**config.mk**
```make
export PLATFORM = sky130hd
export DESIGN_NAME = bppe_unidir
export DESIGN_NICKNAME = d
export VERILOG_FILES = /design/src/rtl/bppe_pkg.sv /design/src/rtl/bppe_csel.sv /design/src/rtl/bppe_satadd.sv /design/src/rtl/bppe_unidir.sv
export SDC_FILE = /design/constraint.sdc
export NUM_CORES = 1
export LEC_CHECK = 0
export BUFFER_PORTS_ARGS = -buffer_cell sky130_fd_sc_hd__buf_4
export CAP_MARGIN = 5
export CORE_UTILIZATION = 43
export DETAILED_ROUTE_END_ITERATION = 8
export PLACE_DENSITY = 0.64
export SETUP_SLACK_MARGIN = 0.3
export SYNTH_ARGS = -nofsm -noshare
export SYNTH_HDL_FRONTEND = slang
export SYNTH_SLANG_ARGS = --single-unit
export TNS_END_PERCENT = 5
```
**constraint.sdc**
```tcl
create_clock -name clk -period 5.46 [get_ports clk]
set_input_delay 0.273 -clock clk [delete_from_list [all_inputs] [get_ports clk]]
set_output_delay 0.273 -clock clk [all_outputs]
set_load 0.02 [all_outputs]
```
**src/rtl/bppe_pkg.sv**
```systemverilog
package bppe_pkg;
    localparam int LLR_W   = 5;
    localparam int SUM_W   = LLR_W + 1;
    localparam int MAG_MAX = (1 << (LLR_W - 1)) - 1;

    typedef logic signed [LLR_W-1:0] llr_t;
    typedef logic signed [SUM_W-1:0] wide_t;

    typedef enum logic {
        DIR_LEFT  = 1'b0,
        DIR_RIGHT = 1'b1
    } dir_e;

    typedef struct packed {
        llr_t first;
        llr_t second;
    } pair_t;

    function automatic llr_t clamp_llr(input wide_t v);
        wide_t hi;
        wide_t lo;
        hi = wide_t'(MAG_MAX);
        lo = -hi;
        if (v > hi)      return hi[LLR_W-1:0];
        else if (v < lo) return lo[LLR_W-1:0];
        else             return v[LLR_W-1:0];
    endfunction
endpackage

```
**src/rtl/bppe_csel.sv**
```systemverilog
module bppe_csel
    import bppe_pkg::*;
(
    input  llr_t a,
    input  llr_t b,
    output llr_t y
);
    wide_t mag_a, mag_b, mag_min;
    logic  neg;

    always_comb begin
        mag_a   = a[LLR_W-1] ? -wide_t'(a) : wide_t'(a);
        mag_b   = b[LLR_W-1] ? -wide_t'(b) : wide_t'(b);
        mag_min = (mag_a < mag_b) ? mag_a : mag_b;
        if (mag_min > wide_t'(MAG_MAX))
            mag_min = wide_t'(MAG_MAX);
        neg = a[LLR_W-1] ^ b[LLR_W-1];
        if (a == '0 || b == '0)
            y = '0;
        else if (neg)
            y = clamp_llr(-mag_min);
        else
            y = clamp_llr(mag_min);
    end
endmodule

```
**src/rtl/bppe_satadd.sv**
```systemverilog
module bppe_satadd
    import bppe_pkg::*;
(
    input  llr_t a,
    input  llr_t b,
    output llr_t y
);
    wide_t sum;

    always_comb begin
        sum = wide_t'(a) + wide_t'(b);
        y   = clamp_llr(sum);
    end
endmodule

```
**src/rtl/bppe_unidir.sv**
```systemverilog
module bppe_unidir
    import bppe_pkg::*;
(
    input  logic clk,
    input  logic rst,
    input  logic in_valid,
    input  logic dir_right,
    input  llr_t l_in1,
    input  llr_t l_in2,
    input  llr_t r_in1,
    input  llr_t r_in2,
    output logic out_valid,
    output llr_t l_out1,
    output llr_t l_out2,
    output llr_t r_out1,
    output llr_t r_out2
);
    dir_e  dir;
    llr_t  pre_sum;
    llr_t  cs1_lhs;
    llr_t  post_rhs;
    llr_t  cs2_val;
    pair_t res;

    assign dir      = dir_e'(dir_right);
    assign cs1_lhs  = (dir == DIR_RIGHT) ? r_in1 : l_in1;
    assign post_rhs = (dir == DIR_RIGHT) ? r_in2 : l_in2;

    bppe_satadd u_pre  (.a(l_in2),   .b(r_in2),    .y(pre_sum));
    bppe_csel   u_cs1  (.a(cs1_lhs), .b(pre_sum),  .y(res.first));
    bppe_csel   u_cs2  (.a(r_in1),   .b(l_in1),    .y(cs2_val));
    bppe_satadd u_post (.a(cs2_val), .b(post_rhs), .y(res.second));

    always_ff @(posedge clk) begin
        if (rst) begin
            out_valid <= 1'b0;
            l_out1    <= '0;
            l_out2    <= '0;
            r_out1    <= '0;
            r_out2    <= '0;
        end else begin
            out_valid <= in_valid;
            if (in_valid && dir == DIR_LEFT) begin
                l_out1 <= res.first;
                l_out2 <= res.second;
            end
            if (in_valid && dir == DIR_RIGHT) begin
                r_out1 <= res.first;
                r_out2 <= res.second;
            end
        end
    end
endmodule

```
==> results_dict.tcl <==
set metrics [dict create \
    status "complete, no violations" \
    overflow 0 \
    path_clk_slew_ns 0.07 \
    critPathLaunchType "input pin" \
    postCtsHoldBufs 0 \
    antenna_found_initial 0 \
    fp-row-count 27 \
    start_util_pct 45.19 \
    core-area_sq_um 5574 \
    drt_iter0_drc 65 \
    portBuffers 44 \
    synth_cells 332 \
    dpl.hpwl_um 4634 \
    r2r_setup_slack_ns 4.75 \
    netlist_top_cells_area "dfxtp_1 17%, ha_1 12%, nor2_1 5.5%" \
    vias_per_cell 5.425 \
    max-slew-margin-rel_pct 50.55 \
    synth.yosys.seq_area_share_pct 16.69 \
    rr_worst_depth 2 \
    wl_per_cell_um 12.54 \
    clockBufferDepth 2 \
    fin_area_sq_um 2940 \
    cap_viol_max_count 0 \
    fin_skew_ns 0 \
    dr_total_vias 2398 \
    critical_path_class "input pin to flip-flop" \
    h-tree-depth 1 \
    layout_min_cycle_time_ns 4.702 \
    cts_made_buffers 3 \
    drc 0 \
    num_io_pins 45 \
    crit_arrival_ns 4.90 \
    rsz0062_at_grt "no" \
    yosys_warnings 0 \
    postPlaceCellArea_sq_um 2895 \
    power.density_nw_per_um2 248.7 \
    grt_pass1_vias 2194 \
    crit_required_ns 5.66 \
    synth-edff-count 0 \
    tritoncts "built" \
    ant_nets 0 \
    die_height_um 78.54 \
    final_nets 421 \
    path_common_cell "ha_1" \
    worstSetupEndpointType "flip-flop" \
    holdCritStartpoint "in_valid" \
    max_freq_mhz 212.7 \
    crit_chain "buf_4 -> ha_1 -> fa_1 -> a21o_2 -> a311oi_1 -> o31a_1 -> o22ai_4 -> or2b_1 -> inv_1 -> ha_1 -> or3_1 -> o211ai_1 -> ha_1 -> nand4_1 -> nor2_1 -> o21ai_0 -> nand2b_1 -> a2111oi_0 -> a311oi_1 -> xor2_1 -> nand2b_1 -> a21oi_1" \
    insertion_delay_ns 0.26 \
    syn_avg_cell_area_sq_um 7.586 \
    p_leak_nw 1.323 \
    finalSetupViolCount 0 \
    slew_viol_final 0 \
    rr_endpoint "l_out2[3]$_SDFFE_PP0P_" \
    slowest_delay_ns 0.65 \
    dr.pass1.iters 4 \
    min_path_type "input pin to flip-flop" \
    ys_seq_elements 21 \
    drt-total-wl_um 5541 \
    tightest_slew_ns 0.7402 \
    grt_max_degree 22 \
    finalSetupTns_ns 0 \
    synth_most_common_cell "nor2_1" \
    cts-root-buf "clkbuf_8" \
    cpMaxStageDelayCell "a2111oi_0" \
    synthArstFlopShare_pct 0 \
    fin_crit_sh_pct 86.12 \
    cts_resized 0 \
    synth_area_sq_um 2519 \
    areaGrowthSynthToFinish_pct 16.74 \
    worstPathMaxFanout 5 \
    grt_pass1_wl_um 9653 \
    peakVddDrop_mv 0.1381 \
    track_usage_pct 18.99 \
    cts_num_sinks 21 \
    place_congestion 0.8339 \
    r2r_start "l_out2[3]$_SDFFE_PP0P_" \
    whs_path_depth 2 \
    synth_top_area_cell "dfxtp_1" \
    synth_top_area_share_pct 16.69 \
    drive_above_1_share_pct 18.65 \
    synth_cell_types 59 \
    fp.dieW_um 78.54 \
    min_to "out_valid$_SDFF_PP0_" \
    final_hold_viol_count 0 \
    antennaDiodeCount 0 \
    ys.flop_type "dfxtp_1" \
    dieArea_sq_um 6168 \
    cts_setup_buffers 0 \
    yosys-top-cells-count "37 x nor2_1, 30 x nand2_1, 24 x ha_1, 21 x dfxtp_1, 21 x inv_1" \
]
==> how the worst max path moves through the flow <==
stage          startpoint                endpoint  slack [ns]  cells past startpoint
2_1_floorplan    l_in2[0]  r_out1[4]$_SDFFE_PP0P_        1.03                     21
5_1_grt          l_in2[0]  l_out1[3]$_SDFFE_PP0P_        0.47                     22
3_3_place_gp     l_in2[0]  l_out1[4]$_SDFFE_PP0P_        0.64                     22
3_5_place_dp     l_in2[0]  l_out1[3]$_SDFFE_PP0P_        0.52                     22
6_report         l_in2[0]  l_out1[3]$_SDFFE_PP0P_        0.76                     22
4_1_cts          l_in2[0]  l_out1[3]$_SDFFE_PP0P_        0.80                     22
==> flip-flops by register name (all words and copies together) (netlist names) <==
name	count
out_valid	1
l_out1	5
r_out2	5
r_out1	5
l_out2	5
==> kinds of logic (layout without fill, tap and decap cells) <==
logic type                 Yosys count  count (layout)  share of synthesized area [%]
and+or+nand+nor                    116             116                          22.21
AOI/OAI and AO/OA                   88              88                          24.34
buffers and inverters               33              69                          5.167
adders and majority gates           29              29                          14.70
xor gates and xnor gates            23              23                          7.998
DFF                                 21              21                          16.69
muxes                               20              20                          8.594
other                                2               4                         0.2982
==> cell usage in the layout (no fill, tap or decap), types with 4 or more instances in the layout <==
cell type	synthesis	routed
dfxtp_1	21	21
nor2b_1	8	8
ha_1	24	24
xor2_1	11	11
o211ai_1	5	5
conb_1	2	4
nand2b_1	7	7
mux2_2	9	9
o31ai_1	6	6
nand3_1	6	6
mux2i_1	10	10
buf_4	1	44
nor2_1	37	37
a21oi_1	19	19
a311oi_1	4	4
o21ai_0	16	16
a21o_1	5	5
inv_1	21	21
nor3_1	7	7
xnor2_1	12	12
a211oi_1	10	10
nand2_1	30	30
==> routing by layer <==
layer,global-route usage (%),routed length (um)
met2,33.13,2521
met3,1.395,167
met4,5.741,65
met5,0,0
met1,24.65,2785
==> area by class of cell <==
cell class,count,area (sq um)
timing repair buffer,44,330.3
multi-input combinational,280,1976
clock buffer,4,45.04
tap,72,90.09
fill,570,2634
sequential,21,420.4
inverter,21,78.83
==> stage by stage <==
stage	std cells	power (mW)	setup slack (ns)	util (%)	hold slack (ns)
6_report	442	0.7314	0.7579	52.75	0.2697
3_5_place_dp	438	0.6335	0.5150	51.94	0.4495
3_3_place_gp	438	0.6296	0.6448	51.94	0.4429
5_1_grt	442	0.7970	0.4668	52.75	0.2694
2_1_floorplan	334	0.5281	1.029	-	0.3446
4_1_cts	442	0.7338	0.7990	52.75	0.2684
==> power breakdown <==
part	switching, mW	leakage (nW)	internal [mW]
combinational	0.254	1.13	0.198
clock	0.0487	0.0228	0.0520
sequential	0.00836	0.173	0.170
total	0.311	1.32	0.421
==> worst max-delay path, delay by kind of cell <==
kind / cells / cell delay, ns
xor+xnor: 1 / 0.20
fa+ha+maj: 4 / 1.16
compound gates: 9 / 2.02
simple gates: 6 / 1.09
buf+inv: 2 / 0.18
No activity file was read; power rests on OpenSTA's default activity.
